===== src/rtl/irq_chain_pkg.sv =====
package irq_chain_pkg;
  localparam int STAT_W   = 16;
  localparam int RDY_BIT  = 15;
  localparam int IEN_BIT  = 14;
  localparam int PRIO_LSB = 8;
  localparam int PRIO_W   = 3;

  typedef enum logic {
    CFG_CTRL   = 1'b0,
    CFG_VECTOR = 1'b1
  } cfg_sel_e;

  // A slot asks for service while armed and not yet claimed
  function automatic logic slot_request(input logic ready, input logic enable,
                                        input logic claimed);
    return ready & enable & ~claimed;
  endfunction

  // Status word as seen by the CPU
  function automatic logic [STAT_W-1:0] status_word(input logic ready,
                                                    input logic enable,
                                                    input logic [PRIO_W-1:0] prio);
    logic [STAT_W-1:0] w;
    w = '0;
    w[RDY_BIT] = ready;
    w[IEN_BIT] = enable;
    w[PRIO_LSB +: PRIO_W] = prio;
    return w;
  endfunction

  // Larger of two levels
  function automatic logic [PRIO_W-1:0] level_max(input logic [PRIO_W-1:0] a,
                                                  input logic [PRIO_W-1:0] b);
    return (a > b) ? a : b;
  endfunction
endpackage


===== src/rtl/irq_chain_slot.sv =====
module irq_chain_slot
  import irq_chain_pkg::*;
#(
  parameter int VEC_W = 8
) (
  input  logic             clk,
  input  logic             rst_n,
  input  logic             ready_set,
  input  logic             data_read,
  input  logic             en_we,
  input  logic             en_wdata,
  input  logic             vec_we,
  input  logic [VEC_W-1:0] vec_wdata,
  input  logic             ack_in,
  output logic             ack_out,
  output logic             grant,
  output logic             req,
  output logic             ready,
  output logic             enable,
  output logic [VEC_W-1:0] vector
);
  logic             ready_q;
  logic             enable_q;
  logic             claimed_q;
  logic [VEC_W-1:0] vector_q;

  assign req     = slot_request(ready_q, enable_q, claimed_q);
  assign grant   = ack_in & req;
  assign ack_out = ack_in & ~req;
  assign ready   = ready_q;
  assign enable  = enable_q;
  assign vector  = vector_q;

  always_ff @(posedge clk) begin
    if (!rst_n) begin
      ready_q   <= 1'b0;
      enable_q  <= 1'b0;
      claimed_q <= 1'b0;
      vector_q  <= '0;
    end else begin
      if (ready_set)      ready_q <= 1'b1;
      else if (data_read) ready_q <= 1'b0;

      if (data_read)      claimed_q <= 1'b0;
      else if (grant)     claimed_q <= 1'b1;

      if (en_we)  enable_q <= en_wdata;
      if (vec_we) vector_q <= vec_wdata;
    end
  end
endmodule


===== src/rtl/irq_chain_level.sv =====
module irq_chain_level
  import irq_chain_pkg::*;
#(
  parameter int N_DEV = 4,
  parameter logic [N_DEV*PRIO_W-1:0] DEV_PRIO = '0
) (
  input  logic [N_DEV-1:0]  req,
  output logic [PRIO_W-1:0] level
);
  always_comb begin
    level = '0;
    for (int i = 0; i < N_DEV; i++) begin
      if (req[i]) level = level_max(level, DEV_PRIO[i*PRIO_W +: PRIO_W]);
    end
  end
endmodule


===== src/rtl/irq_chain_vecsel.sv =====
module irq_chain_vecsel #(
  parameter int N_DEV = 4,
  parameter int VEC_W = 8
) (
  input  logic [N_DEV-1:0]            grant,
  input  logic [N_DEV-1:0][VEC_W-1:0] vecs,
  output logic [VEC_W-1:0]            vec,
  output logic                        valid
);
  always_comb begin
    vec = '0;
    for (int i = 0; i < N_DEV; i++) begin
      vec = vec | ({VEC_W{grant[i]}} & vecs[i]);
    end
  end
  assign valid = |grant;
endmodule


===== src/rtl/irq_chain_requester.sv =====
module irq_chain_requester
  import irq_chain_pkg::*;
#(
  parameter int N_DEV = 4,
  parameter int VEC_W = 8,
  parameter logic [N_DEV*irq_chain_pkg::PRIO_W-1:0] DEV_PRIO = 12'b110_001_101_010,
  parameter int IDX_W = (N_DEV > 1) ? $clog2(N_DEV) : 1
) (
  input  logic              clk,
  input  logic              rst_n,
  input  logic [N_DEV-1:0]  dev_ready_set,
  input  logic [N_DEV-1:0]  dev_data_read,
  input  logic              cfg_wr,
  input  logic [IDX_W-1:0]  cfg_idx,
  input  logic              cfg_sel,
  input  logic [15:0]       cfg_wdata,
  input  logic [IDX_W-1:0]  rd_idx,
  output logic [15:0]       rd_status,
  input  logic              iack_in,
  output logic              irq,
  output logic [2:0]        irq_level,
  output logic [N_DEV-1:0]  iack_grant,
  output logic [VEC_W-1:0]  iack_vec,
  output logic              iack_vec_valid
);
  logic [N_DEV:0]              ack_link;
  logic [N_DEV-1:0]            dev_req;
  logic [N_DEV-1:0]            dev_ready;
  logic [N_DEV-1:0]            dev_enable;
  logic [N_DEV-1:0]            en_we;
  logic [N_DEV-1:0]            vec_we;
  logic [N_DEV-1:0][VEC_W-1:0] dev_vec;
  logic [N_DEV-1:0][15:0]      dev_status;
  logic [PRIO_W-1:0]           level_w;

  assign ack_link[0] = iack_in;

  for (genvar g = 0; g < N_DEV; g++) begin : g_slot
    assign en_we[g]  = cfg_wr && (cfg_idx == IDX_W'(g)) && (cfg_sel_e'(cfg_sel) == CFG_CTRL);
    assign vec_we[g] = cfg_wr && (cfg_idx == IDX_W'(g)) && (cfg_sel_e'(cfg_sel) == CFG_VECTOR);

    irq_chain_slot #(.VEC_W(VEC_W)) u_slot (
      .clk       (clk),
      .rst_n     (rst_n),
      .ready_set (dev_ready_set[g]),
      .data_read (dev_data_read[g]),
      .en_we     (en_we[g]),
      .en_wdata  (cfg_wdata[IEN_BIT]),
      .vec_we    (vec_we[g]),
      .vec_wdata (cfg_wdata[VEC_W-1:0]),
      .ack_in    (ack_link[g]),
      .ack_out   (ack_link[g+1]),
      .grant     (iack_grant[g]),
      .req       (dev_req[g]),
      .ready     (dev_ready[g]),
      .enable    (dev_enable[g]),
      .vector    (dev_vec[g])
    );

    assign dev_status[g] = status_word(dev_ready[g], dev_enable[g],
                                       DEV_PRIO[g*PRIO_W +: PRIO_W]);
  end

  irq_chain_level #(.N_DEV(N_DEV), .DEV_PRIO(DEV_PRIO)) u_level (
    .req   (dev_req),
    .level (level_w)
  );

  irq_chain_vecsel #(.N_DEV(N_DEV), .VEC_W(VEC_W)) u_vecsel (
    .grant (iack_grant),
    .vecs  (dev_vec),
    .vec   (iack_vec),
    .valid (iack_vec_valid)
  );

  assign irq       = |dev_req;
  assign irq_level = level_w;

  always_comb begin
    rd_status = '0;
    for (int i = 0; i < N_DEV; i++) begin
      if (rd_idx == IDX_W'(i)) rd_status = dev_status[i];
    end
  end
endmodule


===== config.mk =====
export PLATFORM = sky130hd
export DESIGN_NAME = irq_chain_requester
export DESIGN_NICKNAME = d
export VERILOG_FILES = /design/src/rtl/irq_chain_pkg.sv /design/src/rtl/irq_chain_slot.sv /design/src/rtl/irq_chain_level.sv /design/src/rtl/irq_chain_vecsel.sv /design/src/rtl/irq_chain_requester.sv
export SDC_FILE = /design/constraint.sdc
export NUM_CORES = 1
export LEC_CHECK = 0
export ABC_AREA = 1
export ABC_CLOCK_PERIOD_IN_PS = 2200
export BUFFER_PORTS_ARGS = -buffer_cell sky130_fd_sc_hd__buf_2
export CORE_MARGIN = 5
export CORE_UTILIZATION = 45
export CTS_CLUSTER_SIZE = 14
export DETAILED_ROUTE_END_ITERATION = 16
export PLACE_DENSITY_LB_ADDON = 0.2
export SYNTH_ARGS = -nofsm -noshare
export SYNTH_HDL_FRONTEND = slang
export SYNTH_SLANG_ARGS = --single-unit
export TNS_END_PERCENT = 20

===== constraint.sdc =====
create_clock -name clk -period 2.2 [get_ports clk]
set_clock_uncertainty 0.05 [all_clocks]
set_input_delay 0.44 -clock clk [delete_from_list [all_inputs] [get_ports clk]]
set_output_delay 0.44 -clock clk [all_outputs]
set_load 0.02 [all_outputs]

==> flow_summary.toml <==
[pwr]
p_leak_nw = 1.168
peakVddDrop_uv = 318.1
power_density_nw_per_um2 = 618.5
power_mw = 1.589

[cts]
cts_root_buf = "clkbuf_8"
cts.reportedPaths.clkPinSlew_ns = 0.07
h-tree-depth = 2
cts_tree = "done"
cts_made_buffers = 5
cts.path.max_buffers = 2
cts_sinks = 44
insertion_delay_ns = 0.30

[floorplanning]
die_h_um = 80.13
die_area_um2 = 6421
row_count = 25
initial_core_util_pct = 46.55
die_w_um = 80.13
core_um2 = 4755
io_pins = 66

[grt]
grt_pass1_wl_um = 9425
grt_max_degree = 33
overflow = 0
grt_pass1_vias = 2000
grt_usage_pct = 18.62
antenna_found_initial = 0

[synth]
synthTopCellsByArea = "dfxtp_1 40%, nand3_1 8.8%, a21oi_1 7.9%"
synth_top_area_share_pct = 39.80
synth_seq_cells = 44
synth_common_cells = "44 x dfxtp_1, 40 x inv_1, 40 x nor2_1"
synth_edf_count = 0
synth_flop_cell = "dfxtp_1"
synthArstFlopShare_pct = 0
yosysSeqAreaShare_pct = 39.80
yosysMostFrequentCell = "dfxtp_1"
synth_cell_type_count = 24
yosys.area.top_type = "dfxtp_1"
syn-cell-area_um2 = 2213
synthCells = 311
synth_area_per_cell_um2 = 7.117
ys_warn_count = 0

[sta]
fin_crit_sh_pct = 94.31
max_freq_mhz = 482.0
whs_ns = 0.2901
hold_violations = 0
min_period_ns = 2.075
finalSetupViolCount = 0
rsz0062_at_grt = "true"
finalMaxSlewViolations = 0

[placed_design]
dpl_cell_area_um2 = 2431
gp_congestion = 0.7865
dp_hpwl_um = 3821
port_buffers = 47

[worst_setup_path]
worstReg2RegEnd = "g_slot[3].u_slot.claimed_q"
startpoint_type = "flop"
reg2reg_depth = 4
cp_max_fo = 10
worstSetupPathType = "flop to primary output"
crit_required_ns = 1.71
reg2reg_slack_ns = 0.94
end_kind = "primary output"
rr_startpoint = "g_slot[3].u_slot.enable"
cp.arrival_ns = 1.58

[worst_hold_path]
min_from = "dev_ready_set[2]"
hold_end = "g_slot[2].u_slot.ready"
hold_path_depth = 3
hold_class = "primary input to flop"

[layout]
design_area_um2 = 2570
antenna_cells = 0
seq_area_um2 = 880.8
layout.nets = 393
layout-drive-gt1-share_pct = 20.79
syn_to_final_growth_pct = 16.11
n_fill_cell = 496
multi_input_area_um2 = 1062

[drt]
drt_iter0_drc = 148
via_count = 2082
routed_wl_um = 5549
vias_per_cell = 4.922
drt-pass1-iter-count = 4
avgRoutedWirePerCell_um = 13.12
drc = 0
antenna_left = 0

[job]
cap_violations = 0

[run_status]
status = "complete, no violations"
## layer usage
layer | track usage (%) | wire length (um) | vias up
met5 | 0 | 0 | -
met4 | 5.236 | 67 | 0
met1 | 24.24 | 2602 | 942
met3 | 4.372 | 339 | 7
li1 | - | - | 1075
met2 | 30.63 | 2539 | 58
## timing repair
item	CTS	global route
pin swaps	0	2
buffers inserted	0	1
endpoints found under the setup margin	1	9
gates resized for setup	1	4
hold buffers	0	0
## metrics by stage
step / instances / TNS (ns) / setup WS, ns / utilization [%]
2_1_floorplan: 321 / 0 / 0.4154 / -
3_3_place_gp: 415 / 0 / 0.2914 / 51.13
3_5_place_dp: 415 / 0 / 0.2777 / 51.13
4_1_cts: 422 / 0 / 0.003874 / 53.21
5_1_grt: 423 / -0.04907 / -0.03485 / 54.05
6_report: 423 / 0 / 0.1251 / 54.05
## layout make-up
| class | instances | area share, % |
|---|---|---|
| Multi-Input combinational cell | 211 | 41.33 |
| Sequential cell | 44 | 34.27 |
| Timing Repair Buffer | 53 | 11.39 |
| Inverter | 41 | 5.988 |
| Tap cell | 67 | 3.262 |
| Clock buffer | 7 | 3.749 |
## how the worst max path moves through the flow
stage | startpoint | endpoint | slack [ns]
2_1_floorplan | rd_idx[1] | rd_status[15] | 0.42
3_3_place_gp | rd_idx[1] | rd_status[15] | 0.29
3_5_place_dp | rd_idx[1] | rd_status[15] | 0.28
4_1_cts | g_slot[3].u_slot.enable | iack_vec[7] | 0.004
5_1_grt | g_slot[1].u_slot.enable | iack_vec[1] | -0.03
6_report | g_slot[2].u_slot.ready | iack_vec_valid | 0.13
## placed cells by master (no fill, tap or decap), drive strengths merged, types with 3 or more instances in the layout
| cell type | netlist | layout |
|---|---|---|
| conb | 1 | 11 |
| o21ai | 34 | 34 |
| inv | 41 | 41 |
| a21oi | 35 | 35 |
| nor3 | 9 | 9 |
| nor2 | 45 | 45 |
| nand3 | 42 | 42 |
| buf | 22 | 53 |
| dfxtp | 44 | 44 |
| nand2 | 24 | 24 |
| ha | 4 | 4 |
| or2 | 3 | 3 |
| clkbuf | 3 | 7 |
## registers in the layout (all words and copies together), names as in the netlist
signal and count:
g_slot.u_slot.enable 4, g_slot.u_slot.ready 4, g_slot.u_slot.claimed_q 4, g_slot.u_slot.vector 32
## kinds of logic after synthesis
family / count (synthesis) / share of synthesized area, %
compound gates: 71 / 16.28
fa+ha+maj: 4 / 2.261
buf+inv: 66 / 14.92
flops: 44 / 39.80
other cells: 1 / 0.1694
simple gates: 125 / 26.57
## report_power, final
part | switching (mW) | internal (mW)
clock | 0.270 | 0.280
combinational | 0.139 | 0.0656
sequential | 0.0127 | 0.823
total | 0.421 | 1.17
## critical path, stage by stage, from the launching register on
cell and delay, ns:
dfxtp_1 0.39, nand2_1 0.09, nor2_2 0.15, buf_4 0.21, nor2_1 0.08, nand3_1 0.09
and2_1 0.12, buf_2 0.15
Power figures use the tool's default switching activity.
